$ cat config.mk
export PLATFORM = sky130hd
export DESIGN_NAME = dirhome_top
export DESIGN_NICKNAME = d
export VERILOG_FILES = /design/src/rtl/dirhome_pkg.sv /design/src/rtl/dirhome_rst_sync.sv /design/src/rtl/dirhome_store.sv /design/src/rtl/dirhome_decide.sv /design/src/rtl/dirhome_attach.sv /design/src/rtl/dirhome_top.sv
export SDC_FILE = /design/constraint.sdc
export NUM_CORES = 1
export LEC_CHECK = 0
export ABC_CLOCK_PERIOD_IN_PS = 5900
export BUFFER_PORTS_ARGS = -buffer_cell sky130_fd_sc_hd__buf_2
export CAP_MARGIN = 20
export CORE_ASPECT_RATIO = 1.5
export CORE_UTILIZATION = 58
export CTS_CLUSTER_SIZE = 20
export DETAILED_ROUTE_END_ITERATION = 7
export PLACE_DENSITY = 0.84
export SLEW_MARGIN = 0
export SYNTH_ARGS = -nofsm -noshare
export SYNTH_HDL_FRONTEND = slang
export SYNTH_SLANG_ARGS = --single-unit
$ cat constraint.sdc
create_clock -name clk -period 5.9 [get_ports clk]
set_input_delay 1.18 -clock clk [delete_from_list [all_inputs] [get_ports clk]]
set_output_delay 1.18 -clock clk [all_outputs]
set_load 0.02 [all_outputs]
$ cat src/rtl/dirhome_pkg.sv
package dirhome_pkg;

  typedef enum logic [1:0] {
    H_HOME  = 2'd0,
    H_FRESH = 2'd1,
    H_GONE  = 2'd2
  } home_st_e;

  typedef enum logic [1:0] {
    OP_READ  = 2'd0,
    OP_WRITE = 2'd1,
    OP_WBACK = 2'd2,
    OP_RSVD  = 2'd3
  } op_e;

  typedef enum logic [2:0] {
    RSP_DATA     = 3'd0,
    RSP_DATA_PTR = 3'd1,
    RSP_PTR      = 3'd2,
    RSP_RETRY    = 3'd3,
    RSP_GRANT    = 3'd4
  } rsp_e;

  typedef enum logic [3:0] {
    LS_INVALID    = 4'd0,
    LS_ONLY_FRESH = 4'd1,
    LS_HEAD_FRESH = 4'd2,
    LS_MID_VALID  = 4'd3,
    LS_TAIL_VALID = 4'd4,
    LS_HEAD_DIRTY = 4'd5,
    LS_ONLY_DIRTY = 4'd6,
    LS_PENDING    = 4'd7
  } list_st_e;

endpackage

$ cat src/rtl/dirhome_rst_sync.sv
module dirhome_rst_sync (
  input  logic clk,
  input  logic rst_n,
  output logic rst_sync_n
);
  logic meta_q;

  always_ff @(posedge clk or negedge rst_n) begin
    if (!rst_n) begin
      meta_q     <= 1'b0;
      rst_sync_n <= 1'b0;
    end else begin
      meta_q     <= 1'b1;
      rst_sync_n <= meta_q;
    end
  end
endmodule

$ cat src/rtl/dirhome_store.sv
module dirhome_store
  import dirhome_pkg::*;
#(
  parameter int NLINES = 16,
  parameter int NODE_W = 6,
  localparam int LINE_W = $clog2(NLINES)
) (
  input  logic              clk,
  input  logic              rst_n,
  input  logic [LINE_W-1:0] rd_line_i,
  output home_st_e          rd_state_o,
  output logic [NODE_W-1:0] rd_head_o,
  input  logic              wr_en_i,
  input  logic [LINE_W-1:0] wr_line_i,
  input  home_st_e          wr_state_i,
  input  logic [NODE_W-1:0] wr_head_i
);
  home_st_e          st_q [NLINES];
  logic [NODE_W-1:0] hd_q [NLINES];

  always_ff @(posedge clk or negedge rst_n) begin
    if (!rst_n) begin
      for (int i = 0; i < NLINES; i++) begin
        st_q[i] <= H_HOME;
        hd_q[i] <= '0;
      end
    end else if (wr_en_i) begin
      st_q[wr_line_i] <= wr_state_i;
      hd_q[wr_line_i] <= wr_head_i;
    end
  end

  assign rd_state_o = st_q[rd_line_i];
  assign rd_head_o  = hd_q[rd_line_i];
endmodule

$ cat src/rtl/dirhome_decide.sv
module dirhome_decide
  import dirhome_pkg::*;
#(
  parameter int NODE_W = 6
) (
  input  op_e               op_i,
  input  logic [NODE_W-1:0] node_i,
  input  logic              next_valid_i,
  input  logic [NODE_W-1:0] next_node_i,
  input  home_st_e          cur_state_i,
  input  logic [NODE_W-1:0] cur_head_i,
  output logic              wr_o,
  output home_st_e          nxt_state_o,
  output logic [NODE_W-1:0] nxt_head_o,
  output rsp_e              kind_o,
  output logic [NODE_W-1:0] rnode_o,
  output list_st_e          final_o
);
  logic is_head;
  assign is_head = (cur_head_i == node_i);

  always_comb begin
    wr_o        = 1'b0;
    nxt_state_o = cur_state_i;
    nxt_head_o  = cur_head_i;
    kind_o      = RSP_RETRY;
    rnode_o     = '0;
    final_o     = LS_INVALID;
    unique case (op_i)
      OP_READ: begin
        wr_o       = 1'b1;
        nxt_head_o = node_i;
        unique case (cur_state_i)
          H_HOME: begin
            kind_o      = RSP_DATA;
            nxt_state_o = H_FRESH;
            final_o     = LS_ONLY_FRESH;
          end
          H_FRESH: begin
            kind_o  = RSP_DATA_PTR;
            rnode_o = cur_head_i;
            final_o = LS_HEAD_FRESH;
          end
          default: begin
            kind_o  = RSP_PTR;
            rnode_o = cur_head_i;
            final_o = LS_HEAD_DIRTY;
          end
        endcase
      end
      OP_WRITE: begin
        wr_o        = 1'b1;
        nxt_state_o = H_GONE;
        nxt_head_o  = node_i;
        final_o     = LS_HEAD_DIRTY;
        if (cur_state_i == H_HOME) begin
          kind_o  = RSP_DATA;
          final_o = LS_ONLY_DIRTY;
        end else if (is_head) begin
          kind_o = RSP_GRANT;
        end else if (cur_state_i == H_FRESH) begin
          kind_o  = RSP_DATA_PTR;
          rnode_o = cur_head_i;
        end else begin
          kind_o  = RSP_PTR;
          rnode_o = cur_head_i;
        end
      end
      OP_WBACK: begin
        if (cur_state_i != H_HOME && is_head) begin
          wr_o   = 1'b1;
          kind_o = RSP_GRANT;
          if (next_valid_i) begin
            nxt_head_o = next_node_i;
          end else begin
            nxt_state_o = H_HOME;
            nxt_head_o  = '0;
          end
        end
      end
      default: ;
    endcase
  end
endmodule

$ cat src/rtl/dirhome_attach.sv
module dirhome_attach
  import dirhome_pkg::*;
(
  input  logic     valid_i,
  input  list_st_e state_i,
  output list_st_e state_o,
  output logic     ok_o
);
  always_comb begin
    state_o = state_i;
    ok_o    = 1'b0;
    if (valid_i) begin
      unique case (state_i)
        LS_HEAD_FRESH, LS_HEAD_DIRTY: begin
          state_o = LS_MID_VALID;
          ok_o    = 1'b1;
        end
        LS_ONLY_FRESH, LS_ONLY_DIRTY: begin
          state_o = LS_TAIL_VALID;
          ok_o    = 1'b1;
        end
        default: ;
      endcase
    end
  end
endmodule

$ cat src/rtl/dirhome_top.sv
module dirhome_top
  import dirhome_pkg::*;
#(
  parameter int NLINES = 16,
  parameter int NODE_W = 6,
  localparam int LINE_W = $clog2(NLINES)
) (
  input  logic              clk,
  input  logic              rst_n,
  input  logic              req_valid_i,
  input  logic [1:0]        req_op_i,
  input  logic [LINE_W-1:0] req_line_i,
  input  logic [NODE_W-1:0] req_node_i,
  input  logic              req_next_valid_i,
  input  logic [NODE_W-1:0] req_next_node_i,
  output logic              rsp_valid_o,
  output logic [2:0]        rsp_kind_o,
  output logic [NODE_W-1:0] rsp_node_o,
  output logic [3:0]        rsp_final_o,
  input  logic              att_valid_i,
  input  logic [3:0]        att_state_i,
  output logic [3:0]        att_state_o,
  output logic              att_ok_o
);
  logic              rst_sn;
  home_st_e          cur_state, nxt_state;
  logic [NODE_W-1:0] cur_head, nxt_head, dec_node;
  logic              dec_wr;
  rsp_e              dec_kind;
  list_st_e          dec_final, att_out;

  logic              rsp_valid_q, rsp_valid_d;
  logic [2:0]        rsp_kind_q, rsp_kind_d;
  logic [NODE_W-1:0] rsp_node_q, rsp_node_d;
  logic [3:0]        rsp_final_q, rsp_final_d;

  dirhome_rst_sync u_rst (
    .clk(clk), .rst_n(rst_n), .rst_sync_n(rst_sn)
  );

  dirhome_store #(.NLINES(NLINES), .NODE_W(NODE_W)) u_store (
    .clk(clk), .rst_n(rst_sn),
    .rd_line_i(req_line_i), .rd_state_o(cur_state), .rd_head_o(cur_head),
    .wr_en_i(req_valid_i && dec_wr), .wr_line_i(req_line_i),
    .wr_state_i(nxt_state), .wr_head_i(nxt_head)
  );

  dirhome_decide #(.NODE_W(NODE_W)) u_decide (
    .op_i(op_e'(req_op_i)), .node_i(req_node_i),
    .next_valid_i(req_next_valid_i), .next_node_i(req_next_node_i),
    .cur_state_i(cur_state), .cur_head_i(cur_head),
    .wr_o(dec_wr), .nxt_state_o(nxt_state), .nxt_head_o(nxt_head),
    .kind_o(dec_kind), .rnode_o(dec_node), .final_o(dec_final)
  );

  dirhome_attach u_attach (
    .valid_i(att_valid_i), .state_i(list_st_e'(att_state_i)),
    .state_o(att_out), .ok_o(att_ok_o)
  );
  assign att_state_o = att_out;

  // next-state for the response register
  always_comb begin
    rsp_valid_d = req_valid_i;
    rsp_kind_d  = rsp_kind_q;
    rsp_node_d  = rsp_node_q;
    rsp_final_d = rsp_final_q;
    if (req_valid_i) begin
      rsp_kind_d  = dec_kind;
      rsp_node_d  = dec_node;
      rsp_final_d = dec_final;
    end
  end

  always_ff @(posedge clk or negedge rst_sn) begin
    if (!rst_sn) begin
      rsp_valid_q <= 1'b0;
      rsp_kind_q  <= '0;
      rsp_node_q  <= '0;
      rsp_final_q <= '0;
    end else begin
      rsp_valid_q <= rsp_valid_d;
      rsp_kind_q  <= rsp_kind_d;
      rsp_node_q  <= rsp_node_d;
      rsp_final_q <= rsp_final_d;
    end
  end

  assign rsp_valid_o = rsp_valid_q;
  assign rsp_kind_o  = rsp_kind_q;
  assign rsp_node_o  = rsp_node_q;
  assign rsp_final_o = rsp_final_q;

  // one response per request, one cycle later
  p_rsp_follows_r10: assert property (@(posedge clk) disable iff (!rst_sn)
    req_valid_i |=> rsp_valid_o);
  p_rsp_quiet_r10: assert property (@(posedge clk) disable iff (!rst_sn)
    !req_valid_i |=> !rsp_valid_o);
  // only write-back or the reserved op may be refused
  p_retry_only_wback_r7: assert property (@(posedge clk) disable iff (!rst_sn)
    (req_valid_i && req_op_i != 2'd2 && req_op_i != 2'd3) |=> rsp_kind_o != 3'd3);
  // pointer-only answer means the requester ends dirty
  p_ptr_dirty_r4: assert property (@(posedge clk) disable iff (!rst_sn)
    (rsp_valid_o && rsp_kind_o == 3'd2) |-> rsp_final_o == 4'd5);
  // a recognised attach lands in the middle or at the tail
  p_attach_mid_tail_r8: assert property (@(posedge clk) disable iff (!rst_sn)
    att_ok_o |-> (att_state_o == 4'd3 || att_state_o == 4'd4));
  p_attach_only_tail_r8: assert property (@(posedge clk) disable iff (!rst_sn)
    (att_valid_i && (att_state_i == 4'd1 || att_state_i == 4'd6)) |-> att_state_o == 4'd4);
endmodule

Word-level counts from Yosys, hierarchy flattened. Cells that the tools add are included.

Register bits after elaboration: 144. Bits of input ports: 27. Output and inout bits: 19. Word-level logic and storage cells: 97.

$lt $le $gt $ge: 2. Equality and inequality tests: 8. Mux-type cells: 38. Bitwise logic cells: 1. Reduce and logical (&&, ||, !) cells: 10.

Operators with widths (count): $bwmux W96 (1); $mux W6 (8); $bwmux W32 (1); $bmux W6 S4 (1); $demux W6 S4 (1); $pmux W6 S2 (2); $mux W2 (8); $pmux W4 S2 (2); $mux W3 (3); $pmux W3 S3 (1); $bmux W2 S4 (1); $demux W2 S4 (1); $eq A4 B3 Y1 const B (2); $eq A6 B6 Y1 (1); $pmux W2 S3 (1); $pmux W3 S2 (1); $reduce_or A2 Y1 (3); $ge A5 B5 Y1 const B (1); $lt A5 B1 Y1 const B (1); $not A4 Y5 (1); $eq A2 B1 Y1 const B (2); $eq A4 B1 Y1 const B (1); $eq A4 B2 Y1 const B (1); $logic_not A2 Y1 (2); 8 further kinds (12).

Longest topological paths before layout.
Word-level depth: 9. Gate-level depth with buffers: 12. Gate-level depth less buffers: 8.

Modules after synthesis. A second synthesis with hierarchy kept.

Cells, all modules: 483. Area, all modules: 6939.2 um^2.

Modules (own cells, without submodules): dirhome_store (times used 1, cells an instance 364, area an instance 5813.1 um^2); dirhome_top (times used 1, cells an instance 29, area an instance 515.5 um^2); dirhome_decide (times used 1, cells an instance 78, area an instance 478.0 um^2); dirhome_attach (times used 1, cells an instance 9, area an instance 78.8 um^2); dirhome_rst_sync (times used 1, cells an instance 3, area an instance 53.8 um^2).

Least setup slack after synthesis. OpenSTA, ideal clock, no wires.

Path type: in2reg. From: in req_line_i[0]. To: reg u_store.st_q[16] in the netlist's numbering. Arrival: 3771 ps. Path slack: 2001 ps. Cell stages on the path: 11. Path buffers: 3. Cell sequence: buf_2 mux4_2 a22oi_1 o21ai_1 xnor2_1 o2111ai_2 o41ai_4 buf_4 nor2b_1 buf_4 mux2_1.

Longest elaborated chain between the ends: 9. Elaborated cells on any way between the ends: 24. Classes of those cells: 2 x order compare; 1 x eq/ne; 15 x mux; 1 x bitwise; 5 x reduce/logical.

RTL lines: start: declaration (RTL line dirhome_top.sv:12) `input logic [LINE_W-1:0] req_line_i,`; $not A4 Y5 (implied by the code) (*) (RTL line dirhome_store.sv:28, dirhome_store.sv:33, dirhome_store.sv:34); $bmux W6 S4 or $bmux W2 S4 (tied branches) (RTL line dirhome_store.sv:34, dirhome_store.sv:33); $mux W6 (implied by the code) or $mux W2 (tied branches) (2 in a row) (RTL line dirhome_store.sv:34, dirhome_store.sv:33); $eq A6 B6 Y1 or $reduce_bool A2 Y1 (tied branches) (RTL line dirhome_decide.sv:20, dirhome_decide.sv:70); $logic_and A1 B1 Y1 (RTL line dirhome_decide.sv:70) `if (cur_state_i != H_HOME && is_head) begin`; $mux W2 or $mux W1 (tied branches) (RTL line dirhome_decide.sv:70); $pmux W2 S3 or $pmux W1 S2 (tied branches) (RTL line dirhome_decide.sv:29) `unique case (op_i)`; $bwmux W32 or $logic_and A1 B1 Y1 (tied branches) (RTL line dirhome_store.sv:28, dirhome_top.sv:44); end signal: indexed assignment (RTL line dirhome_store.sv:28) `st_q[wr_line_i] <= wr_state_i;`; end: declaration (RTL line dirhome_store.sv:18) `home_st_e st_q [NLINES];`.

Every way passes the cells marked *; elsewhere a longest branch is shown, timed or not. The select of a mux whose other input is x is not followed. A chain may end at the register's enable or synchronous reset.

Worst setup path after layout.
From: in req_line_i[0]. To: reg u_store.st_q[10] in the netlist's numbering.

The elaborated chain is that of the path after synthesis.

==> out/results.txt <==
Final Max Tran Viols - 0
number of global-route vias before repair - 5,086
slew at the pin closest to its max-slew limit - 961.6 ps
H-Tree Depth - 4
Synth area leaders - dfrtp_1, o22a_1, mux4_2
critical path class - primary input to register
Worst slew margin - 35.90%
syn avg cell area - 13.17 um2
Total GRT Usage - 32.10%
Syn Inst Count - 525
Critical Path RT - 6210 ps
static leakage - 3.360 nW
Routed WL - 18.52 mm
antenna violations before repair - 0
crit share post-route - 79.81%
status - complete, no violations
Sw Ratio - 29.43%
Cell variety after synth - 48
Nets - 588
via count - 5,037
Yosys top cell by area - dfrtp_1
Detail Route Antenna Nets - 0
IO buf count - 44
Comb power frac - 19.6%
root buf cell - clkbuf_16
Min-Delay Path Class - register to asynchronous set/reset pin
Async SR Flop Fraction - 100.0%
max_cap viols - 0
Total Power - 3.052 mW
Sequential Power Share - 44.7%
Row Count - 48
Yosys top cell area share - 51.74%
Power per Cell Area - 392.2 mW/mm2
critical path capture point type - register
Die W - 91.17 um
Clock Path Buffers - 2
I/O pins - 46
Syn Nets - 552
TritonCTS Buffers - 17
drc violations - 0
Critical R2R Capture - u_store.st_q[10]
Post-synth EDFFs - 0
non-filler cells, final - 724
Synth Cell Area - 0.006917 mm2
share of cells above drive strength 1 - 25.96%
core outline area - 0.01159 mm2
RSZ-0062 raised after global routing - false
fill count - 770
area delta synth->final - 12.52%
global-route wire length before repair - 28.99 mm
Clk network pwr share - 35.7%
highest ir drop seen on vdd - 159.4 uV
Placed Cells - 691
DRT Pass-1 Iters - 5
Placement Setup Slack - 870.1 ps
Resize count post-CTS - 0
gr ovfl total - 0
worst skew pair latency - 430 ps
Most used DFF post-synth - dfrtp_1
starting density of the core - 59.67%
GP Congestion - 0.9299
TritonCTS clock tree - built
setup repair bufs after CTS - 0
Yosys Warn Count - 0
Arr. time, crit path - 5020 ps
# clock sinks - 143
Hold Fails Final Rpt - 0
shortest period the worst path allows - 4709 ps
DR iter-0 viols - 432
critical path launch point type - primary input
DP Wirelength - 12.05 mm
vias per cell - 6.957
r2r startpoint - u_store.hd_q[16]
Seq/Total Area, Yosys - 51.74%
Pint - 2.154 mW
flop-to-flop setup slack - 2350 ps
hold_buf cts - 0
Clock Skew - 11.85 ps
Crit Path Max Fanout - 28
Routed WL per cell - 25.59 um
number of diodes - 0
Die Area - 0.01238 mm2
largest net degree at the start of global routing - 81
R2R cell count - 9
sw power - 898.4 uW
setup ws final - 1191 ps
achievable frequency - 212.4 MHz
Reg clk slew, reported paths - 60 ps
die span in y - 135.7 um
setup TNS - 0 ps
# setup viols final - 0
Synth Register Bits - 143
## worst max path at each step
stage | startpoint | endpoint | slack (ps)
2_1_floorplan | u_rst.rst_sync_n | rsp_final_o[0] | 1620
3_3_place_gp | req_line_i[0] | u_store.st_q[17] | 1080
3_5_place_dp | req_line_i[0] | u_store.st_q[10] | 870
4_1_cts | req_line_i[0] | u_store.st_q[10] | 1250
5_1_grt | req_line_i[0] | u_store.st_q[11] | 1020
6_report | req_line_i[0] | u_store.st_q[10] | 1190
## placed cells by master (no fill, tap or decap), drive strengths merged, types with 3 or more instances in the layout
master  netlist  routed
clkinv        0       3
a22oi         8       8
nand2        31      31
o21ai         6       6
buf          32      61
mux4         24      24
nor2         13      13
mux2i        24      24
nand3         9       9
dfrtp       143     143
a21oi         3       3
inv          15      21
xnor2         5       5
o32a          6       6
and3          3       3
clkbuf       12      19
o22ai         7       7
mux2         35      35
nor2b        20      20
o22a         98      98
## sequential cells by signal, indices dropped and copies added (netlist names)
register / cells
rsp_node_o: 6
rsp_kind_o: 3
rsp_valid_o: 1
u_rst.meta_q: 1
u_store.hd_q: 96
u_store.st_q: 32
rsp_final_o: 3
u_rst.rst_sync_n: 1
## stage by stage
stage	cell area (um2)	hold WS (ps)	util, %
after floorplan	6917	331.2	-
after global placement	7159	337.3	61.77
after detailed placement	7159	345.9	61.77
after CTS	7762	360.4	66.97
after global routing	7782	334.1	67.14
final	7782	293.9	67.14
## synth_stat cells, types with 3 or more instances
cell,number
o22a_1,98
o32a_4,6
mux2i_1,24
nor2b_1,20
a22oi_1,8
nand3_1,9
o22ai_1,7
xnor2_1,5
nand2_1,31
clkbuf_1,12
dfrtp_1,143
a21oi_1,3
buf_2,12
mux2_2,19
mux4_2,24
and3_1,3
inv_1,15
o21ai_1,3
buf_6,9
buf_4,11
nor2_1,12
mux2_1,16
## routing by layer
| metal | GRT usage (%) | up-vias | wire (um) |
|---|---|---|---|
| met2 | 53.70 | 314 | 9233 |
| met1 | 36.03 | 2558 | 6575 |
| met4 | 23.19 | 0 | 1359 |
| met3 | 7.520 | 102 | 1356 |
| met5 | 0 | - | 0 |
| li1 | - | 2063 | - |
## worst max-delay path, stage by stage
cell	delay [ps]
buf_2	610
buf_4	290
mux4_2	500
mux2i_1	280
nor2_1	80
a211oi_1	300
o21ai_2	140
o41ai_4	350
buf_4	290
nor2b_1	550
mux2_2	410
## cell type report
class / instances / area, um2 / share of cell area [%]
clock buffer: 19 / 452.9 / 5.820
clock inverter: 13 / 150.1 / 1.929
inverter: 15 / 56.30 / 0.7235
multi-input combinational: 323 / 2993 / 38.46
sequential: 143 / 3582 / 46.03
tap: 150 / 187.7 / 2.412
timing repair buffer: 61 / 360.3 / 4.630
## cell families after synthesis
logic type | synth area share (%)
flip-flops | 51.74
AO/OA/AOI/OAI | 18.67
AND/OR/NAND/NOR | 6.621
multiplexers | 16.99
buffers and inverters | 4.993
XOR/XNOR | 0.8864
other | 0.1086
## power by group through the flow
stage	clock, mW	sequential, mW	combinational [mW]
detailed placement	0	1.37	0.575
global placement	0	1.36	0.557
finish	1.09	1.36	0.598
floorplan	0	1.32	0.420
global route	1.13	1.38	0.635
CTS	1.10	1.36	0.583
No activity file was read; power rests on OpenSTA's default activity.
